<file path="config.mk">
export PLATFORM = sky130hd
export DESIGN_NAME = sync_shift_master
export DESIGN_NICKNAME = d
export VERILOG_FILES = /design/src/rtl/ssm_pkg.sv /design/src/rtl/ssm_half_timer.sv /design/src/rtl/ssm_shifter.sv /design/src/rtl/ssm_sequencer.sv /design/src/rtl/sync_shift_master.sv
export SDC_FILE = /design/constraint.sdc
export NUM_CORES = 1
export LEC_CHECK = 0
export ABC_CLOCK_PERIOD_IN_PS = 2690
export BUFFER_PORTS_ARGS = -buffer_cell sky130_fd_sc_hd__buf_2
export CORE_MARGIN = 2
export CORE_UTILIZATION = 30
export DETAILED_ROUTE_END_ITERATION = 8
export SETUP_SLACK_MARGIN = 0.3
export SLEW_MARGIN = 10
export SYNTH_ARGS = -nofsm -noshare
export SYNTH_HDL_FRONTEND = slang
export SYNTH_SLANG_ARGS = --single-unit
</file>
<file path="constraint.sdc">
create_clock -name clk -period 2.69 [get_ports clk]
set_input_delay 0.6725 -clock clk [delete_from_list [all_inputs] [get_ports clk]]
set_output_delay 0.6725 -clock clk [all_outputs]
set_load 0.005 [all_outputs]
</file>
<file path="src/rtl/ssm_pkg.sv">
package ssm_pkg;

    // Phase of the serial clock while a transfer runs.
    typedef enum logic [1:0] {
        PH_IDLE  = 2'd0,   // no transfer, clock at idle level
        PH_REST  = 2'd1,   // clock at idle level, output bit driven
        PH_PULSE = 2'd2    // clock away from idle level, input bit captured
    } phase_e;

endpackage

</file>
<file path="src/rtl/ssm_half_timer.sv">
module ssm_half_timer #(
    parameter int unsigned DIV_W = 16
) (
    input  logic             clk,
    input  logic             rst_n,
    input  logic             load,
    input  logic             run,
    input  logic [DIV_W-1:0] div,
    output logic             tick
);

    localparam logic [DIV_W-1:0] ONE = DIV_W'(1);

    typedef struct packed {
        logic [DIV_W-1:0] period;
        logic [DIV_W-1:0] left;
    } tmr_t;

    tmr_t q, d;

    always_comb begin
        d    = q;
        tick = 1'b0;
        if (load) begin
            d.period = (div == '0) ? ONE : div;
            d.left   = d.period;
        end else if (run) begin
            if (q.left == ONE) begin
                tick   = 1'b1;
                d.left = q.period;
            end else begin
                d.left = q.left - ONE;
            end
        end
    end

    always_ff @(posedge clk or negedge rst_n) begin
        if (!rst_n) begin
            q.period <= ONE;
            q.left   <= ONE;
        end else begin
            q <= d;
        end
    end

endmodule

</file>
<file path="src/rtl/ssm_shifter.sv">
module ssm_shifter #(
    parameter int unsigned DATA_W = 16
) (
    input  logic              clk,
    input  logic              rst_n,
    input  logic              load,
    input  logic [DATA_W-1:0] load_val,
    input  logic              capture,
    input  logic              shift,
    input  logic              sin,
    output logic [DATA_W-1:0] word,
    output logic              lsb
);

    typedef struct packed {
        logic [DATA_W-1:0] word;
        logic              held;
    } shr_t;

    shr_t q, d;

    always_comb begin
        d = q;
        if (load) begin
            d.word = load_val;
        end else begin
            if (capture) d.held = sin;
            if (shift)   d.word = {q.held, q.word[DATA_W-1:1]};
        end
    end

    always_ff @(posedge clk or negedge rst_n) begin
        if (!rst_n) begin
            q.word <= '0;
            q.held <= 1'b0;
        end else begin
            q <= d;
        end
    end

    assign word = q.word;
    assign lsb  = q.word[0];

endmodule

</file>
<file path="src/rtl/ssm_sequencer.sv">
module ssm_sequencer #(
    parameter int unsigned CNT_W = 16
) (
    input  logic             clk,
    input  logic             rst_n,
    input  logic             start,
    input  logic [CNT_W-1:0] len,
    input  logic             clk_only,
    input  logic             idle_high,
    input  logic             tick,
    output logic             load,
    output logic             capture,
    output logic             shift,
    output logic             busy,
    output logic             done,
    output logic             sclk,
    output logic             data_en,
    output logic             pol,
    output logic             conly
);

    import ssm_pkg::*;

    localparam logic [CNT_W-1:0] ONE = CNT_W'(1);

    typedef struct packed {
        phase_e           phase;
        logic [CNT_W-1:0] remaining;
        logic             pol;
        logic             conly;
        logic             done;
    } seq_t;

    seq_t q, d;

    always_comb begin
        d       = q;
        load    = 1'b0;
        capture = 1'b0;
        shift   = 1'b0;
        unique case (q.phase)
            PH_IDLE: begin
                if (start) begin
                    load    = 1'b1;
                    d.pol   = idle_high;
                    d.conly = clk_only;
                    if (len == '0) begin
                        d.done = 1'b1;
                    end else begin
                        d.done      = 1'b0;
                        d.remaining = len;
                        d.phase     = PH_REST;
                    end
                end
            end
            PH_REST: begin
                if (tick) begin
                    capture = !q.conly;
                    d.phase = PH_PULSE;
                end
            end
            PH_PULSE: begin
                if (tick) begin
                    shift = !q.conly;
                    if (q.remaining == ONE) begin
                        d.phase = PH_IDLE;
                        d.done  = 1'b1;
                    end else begin
                        d.remaining = q.remaining - ONE;
                        d.phase     = PH_REST;
                    end
                end
            end
            default: d.phase = PH_IDLE;
        endcase
    end

    always_ff @(posedge clk or negedge rst_n) begin
        if (!rst_n) begin
            q.phase     <= PH_IDLE;
            q.remaining <= '0;
            q.pol       <= 1'b0;
            q.conly     <= 1'b0;
            q.done      <= 1'b0;
        end else begin
            q <= d;
        end
    end

    assign busy    = (q.phase != PH_IDLE);
    assign done    = q.done;
    assign sclk    = q.pol ^ (q.phase == PH_PULSE);
    assign data_en = busy && !q.conly;
    assign pol     = q.pol;
    assign conly   = q.conly;

endmodule

</file>
<file path="src/rtl/sync_shift_master.sv">
module sync_shift_master #(
    parameter int unsigned DATA_W = 16,
    parameter int unsigned CNT_W  = 16,
    parameter int unsigned DIV_W  = 16
) (
    input  logic              clk,
    input  logic              rst_n,
    input  logic              start,
    input  logic [DATA_W-1:0] tx_word,
    input  logic [CNT_W-1:0]  xfer_len,
    input  logic [DIV_W-1:0]  half_div,
    input  logic              clk_only,
    input  logic              idle_high,
    input  logic              sdi,
    output logic              sclk,
    output logic              sdo,
    output logic              busy,
    output logic              done,
    output logic [DATA_W-1:0] rx_word
);

    logic tick, seq_load, seq_capture, seq_shift, seq_data_en;
    logic seq_pol, seq_conly, reg_lsb;

    ssm_sequencer #(.CNT_W(CNT_W)) u_seq (
        .clk       (clk),
        .rst_n     (rst_n),
        .start     (start),
        .len       (xfer_len),
        .clk_only  (clk_only),
        .idle_high (idle_high),
        .tick      (tick),
        .load      (seq_load),
        .capture   (seq_capture),
        .shift     (seq_shift),
        .busy      (busy),
        .done      (done),
        .sclk      (sclk),
        .data_en   (seq_data_en),
        .pol       (seq_pol),
        .conly     (seq_conly)
    );

    ssm_half_timer #(.DIV_W(DIV_W)) u_tmr (
        .clk   (clk),
        .rst_n (rst_n),
        .load  (seq_load),
        .run   (busy),
        .div   (half_div),
        .tick  (tick)
    );

    ssm_shifter #(.DATA_W(DATA_W)) u_shr (
        .clk      (clk),
        .rst_n    (rst_n),
        .load     (seq_load),
        .load_val (tx_word),
        .capture  (seq_capture),
        .shift    (seq_shift),
        .sin      (sdi),
        .word     (rx_word),
        .lsb      (reg_lsb)
    );

    assign sdo = seq_data_en & reg_lsb;

endmodule

</file>
[Yosys cells after proc, flatten, opt, wreduce, memory -nomap -nowiden]
Index checks and enable logic that the tools add are counted.
Operators by class
  reductions and logical operators: 14
  bitwise logic cells: 3
  mux-type cells: 26
  equal/unequal tests: 10
  add/subtract/negate cells: 2
Operator list (count)
  $mux 16: 7
  $mux 18: 2
  $eq 16x1->1 const B: 2
  $logic_not 16->1: 2
  $pmux 16 s2: 1
  $sub 16x1->16 const B: 2
  $mux 21: 1
  $mux 1: 12
  $ne 2x2->1 const B: 5
  $reduce_and 4->1: 2
  $reduce_bool 2->1: 4
  $pmux 2 s3: 1
  $reduce_and 5->1: 1
  $reduce_and 2->1: 2
  $eq 2x1->1 const B: 1
  $eq 2x2->1 const B: 1
  $logic_not 2->1: 1
  $mux 2: 1
  $ne 2x1->1 const B: 1
  $pmux 1 s2: 1
  $and 1x1->1: 1
  $logic_and 1x1->1: 1
  $logic_not 1->1: 1
  $not 1->1: 1
  $xor 1x1->1: 1
Word-level totals
  word-level logic and storage cells: 64
  bits in registers: 70
  output and inout port bits: 20

[Depth between registers and ports, before layout]
  depth in word-level cells: 8
  depth in mapped cells: 8
  gate-level depth less buffers: 7

[Cells and area by module]
From an unflattened synthesis, not the netlist that was laid out.
Second synthesis, totals
  cells, all modules: 450
  area, all modules: 4219.0 um^2
By module, submodules not included
  ssm_half_timer: area an instance 1825.5 um^2, times used 1, cells an instance 190
  ssm_sequencer: area an instance 1475.2 um^2, times used 1, cells an instance 171
  ssm_shifter: area an instance 912.1 um^2, times used 1, cells an instance 88
  sync_shift_master: area an instance 6.3 um^2, times used 1, cells an instance 1

[Worst setup path after synthesis]
Ideal clock, no wire load.
  kind: flip-flop to flip-flop
  from: reg u_tmr.q[2] (netlist bit)
  to: reg u_shr.word[12] (netlist name)
  library setup time: 0.126 ns
  setup slack: 0.577 ns
  path buffers: 2
  cell stages (with the launch flop): 8
  data arrival time: 1.987 ns
  required time: 2.564 ns
  cells stage by stage: dfrtp_1 buf_6 nor4_4 nand3_4 nor4_4 buf_6 nor2_1 a221o_1
On the way
  longest elaborated chain between the ends: 7
Ends and longest elaborated chain
  start: declaration: RTL line ssm_half_timer.sv:19  | tmr_t q, d;
  $eq 16x1->1: RTL line ssm_half_timer.sv:28  | if (q.left == ONE) begin
  $mux 1: RTL line ssm_half_timer.sv:28
  $mux 1: RTL line ssm_half_timer.sv:27  | end else if (run) begin
  $mux 1: RTL line ssm_half_timer.sv:24  | if (load) begin
  $mux 1: RTL line ssm_sequencer.sv:63  | if (tick) begin
  $mux 1: RTL line ssm_sequencer.sv:41  | unique case (q.phase)
  $reduce_bool 2->1 (no line)
Every way passes these cells.
A chain may end at the register's enable or synchronous reset.

[Worst setup path in the final report]
  from: reg u_seq.q[20] (netlist bit)
  to: out busy
On the way
  longest elaborated chain between the ends: 1
Ends and longest elaborated chain
  start: declaration: RTL line ssm_sequencer.sv:34  | seq_t q, d;
  $reduce_bool 2->1: RTL line ssm_sequencer.sv:90  | assign busy = (q.phase != PH_IDLE);
  end: declaration: RTL line sync_shift_master.sv:17  | output logic busy,
Every way passes these cells.

==> impl_metrics.py <==
metrics = {
    "logic_synthesis": {
        "fraction_of_synthesis_flops_using_an_asynchronous_set_or_reset_pin_pct": 100,
        "synth_area_leader": "sky130_fd_sc_hd__dfrtp_1",
        "most_instantiated_library_cell_after_synthesis": "sky130_fd_sc_hd__nand2_1",
        "netlist.area_leader.share_pct": 41.1,
        "number_of_enable_flip_flop_cells_after_synthesis": 0,
        "syn-num-nets": 527,
        "syn_area_per_cell_um2": 8.84,
        "synthTopCellsByCount": "86 x sky130_fd_sc_hd__nand2_1, 68 x sky130_fd_sc_hd__dfrtp_1, 32 x sky130_fd_sc_hd__nor2_1",
        "yosys_most_used_dff": "sky130_fd_sc_hd__dfrtp_1",
        "count_of_mapped_cells_out_of_synthesis": 469,
        "post_synthesis_sequential_element_count": 70,
        "synthDistinctLibCells": 60,
        "synth_sequential_area_ratio_pct": 42.3,
        "synth-warning-count": 0,
        "syn_area_um2": 4150,
        "largest_cells_by_area_after_synthesis": "sky130_fd_sc_hd__dfrtp_1 41%, sky130_fd_sc_hd__nand2_1 7.8%, sky130_fd_sc_hd__mux2i_1 4.8%",
    },
    "sta": {
        "worst-slew-pin-transition_ns": 0.538,
        "timing.final.hold_violations": 0,
        "rsz_0062_raised_after_global_routing": "false",
        "maxClockFrequency_ghz": 0.453,
        "relSlewSlack_pct": 63.8,
        "final_period_minus_worst_setup_slack_ns": 2.21,
        "drv_slew": 0,
        "min_period_over_period_pct": 82.1,
        "final.setup.tns_ns": 0,
        "post-route-worst-setup-slack_ns": 0.480,
        "finalSetupViolations": 0,
        "fin_worst_skew_ns": 0.00619,
    },
    "floorplanning": {
        "io_count": 74,
        "initial_core_util_pct": 31.1,
        "design.core.area_um2": 13300,
        "die_area_um2": 14800,
        "die_h_um": 122,
        "std_cell_rows": 42,
        "fp.dieW_um": 122,
    },
    "critical_path": {
        "crit_path_max_fanout": 7,
        "timing.critical_path.required_ns": 2.02,
        "critical_path_class": "flop to output port",
        "critical_path.cell_chain": "nor2_2, clkinvlp_4, buf_2",
        "critPathCaptureType": "output port",
        "start_kind": "flop",
        "crit_arrival_ns": 1.54,
        "crit_path_top_delay_cell": "sky130_fd_sc_hd__dfrtp_1",
        "crit_path_max_incr_delay_ns": 0.40,
    },
    "route": {
        "pre_antenna_drt_iters": 7,
        "routed_wire_length_per_instance_um": 16.5,
        "initialDrtViolationCount": 394,
        "finalWirelength_um": 11800,
        "route.detailed.drc": 0,
        "final_antenna_net_count": 0,
        "detail_route.vias_per_cell": 5.40,
        "number_of_vias_in_the_routed_layout": 3854,
    },
    "global_routing": {
        "globalRoute.busiestLayer": "met2",
        "largest_net_degree_at_the_start_of_global_routing": 71,
        "grt_pass1_vias": 3811,
        "grt_util_met1_pct": 22.3,
        "gr-usage-met2_pct": 26.7,
        "initial_antenna_violation_count": 0,
        "global_route.usage.met3_pct": 4.49,
        "grt_first_pass_wirelength_um": 19500,
        "global_route.overflow_total": 0,
        "grt_usage_pct": 16.7,
    },
    "outcome": {
        "outcome": "finished clean",
    },
    "finish": {
        "num-nets-final": 591,
        "drive_above_1_share_pct": 25.1,
        "synthToLayoutAreaGrowth_pct": 20.8,
        "fillCellCount": 1394,
        "antenna_cells": 0,
    },
    "clock_tree": {
        "clock_tree.root_cell": "sky130_fd_sc_hd__clkbuf_16",
        "clock_latency_ns": 0.34,
        "tritoncts": "done",
        "cts.reportedPaths.clkPinSlew_ns": 0.06,
        "buffer_levels_on_the_longest_clock_path": 2,
        "htreeDepth": 3,
        "cts.sinks": 70,
        "numCtsBuffers": 9,
    },
    "place": {
        "dp_hpwl_um": 8060,
        "place_congestion": 0.832,
        "dpl_worst_slack_ns": 0.0979,
        "port-buffer-count": 73,
    },
    "pwr": {
        "static-leakage-power_uw": 0.00216,
        "p_per_area_nw_per_um2": 560,
        "ir_drop_mv": 0.239,
    },
    "hold_path": {
        "holdCritPathClass": "primary input to async pin",
    },
    "flow_run": {
        "drv.max_cap_violation_count": 0,
    },
}
## critical path: cells and delay by family (launching register included)
kind	cells	cell delay (ns)
simple gates	1	0.34
flops	1	0.40
buf+inv	2	0.45
## registers in the layout (all words and copies together) (netlist names)
name and count:
u_shr.word 16, u_seq.pol 1, u_shr.q 1, u_seq.done 1
u_seq.conly 1, u_tmr.q 32, u_seq.q 18
## metrics by stage
stage	util (%)	area, µm²	power [µW]	hold WS (ns)	cells
6_report	37.5	5010	2800	0.349	714
5_1_grt	37.5	5010	2950	0.397	714
4_1_cts	37.2	4960	2830	0.379	711
3_5_place_dp	34.9	4660	1600	0.462	695
3_3_place_gp	34.9	4660	1580	0.457	695
2_1_floorplan	-	4150	1460	0.377	469
## layer usage
layer	vias to the layer above	part of all wire (%)	routed length, µm
met5	-	0	0
met4	0	1.1	135
met3	14	4.8	562
met2	125	47	5600
met1	1892	47	5490
li1	1823	-	-
## cell families after synthesis
family                     share of synthesized area, %
and+or+nand+nor                                    21.6
buffers and inverters                              6.85
DFF                                                42.3
AOI/OAI and AO/OA                                  19.2
xor gates and xnor gates                           2.32
adders and majority gates                          1.21
muxes                                              6.46
## final timing paths
| kind | cells after the start | slack, ns | start | to |
|---|---|---|---|---|
| max in group asynchronous | 2 | 1.98 | rst_n | u_tmr.q[16] |
| worst min register to register | 2 | 0.47 | u_tmr.q[23] | u_tmr.q[23] |
| worst min-delay path | 2 | 0.35 | rst_n | u_seq.q[18] |
| worst max-delay path | 3 | 0.48 | u_seq.q[20] | busy |
| worst max register to register | 7 | 0.52 | u_seq.q[3] | u_seq.q[17] |
| min in group clk | 2 | 0.47 | u_tmr.q[23] | u_tmr.q[23] |
## layout make-up
type / count / area, µm² / share of cell area [%]
Multi-Input combinational cell: 346 / 2130 / 42.5
Clock inverter: 4 / 45.0 / 0.900
Inverter: 7 / 30.0 / 0.600
Sequential cell: 70 / 1750 / 35.0
Timing Repair inverter: 1 / 5.00 / 0.100
Clock buffer: 12 / 256 / 5.12
Timing Repair Buffer: 98 / 566 / 11.3
Tap cell: 176 / 220 / 4.40
## cells in the final DEF (no fill, tap or decap), types with 10 or more instances in the layout
cell,netlist,final
sky130_fd_sc_hd__a21oi_1,28,28
sky130_fd_sc_hd__a31oi_1,16,16
sky130_fd_sc_hd__buf_2,2,73
sky130_fd_sc_hd__buf_4,16,24
sky130_fd_sc_hd__dfrtp_1,68,68
sky130_fd_sc_hd__mux2i_1,20,20
sky130_fd_sc_hd__nand2_1,86,86
sky130_fd_sc_hd__nor2_1,32,30
sky130_fd_sc_hd__nor3_1,11,11
sky130_fd_sc_hd__nor4_1,12,11
sky130_fd_sc_hd__o21ai_0,26,26
sky130_fd_sc_hd__xnor2_1,10,10
## where the power goes
group	switching [µW]	internal (µW)
Clock	463	764
Combinational	187	178
Sequential	102	1110
Total	752	2050
## what timing repair did
item / 4_1_cts / 5_1_grt
hold buffers: 0 / 0
gates cloned: 0 / 1
setup buffers: 0 / 2
gates resized for setup: 1 / 5
setup endpoints to repair: 5 / 7
endpoints found under the hold margin: 0 / 0
Note: power is estimated with default switching activity, not from simulation.
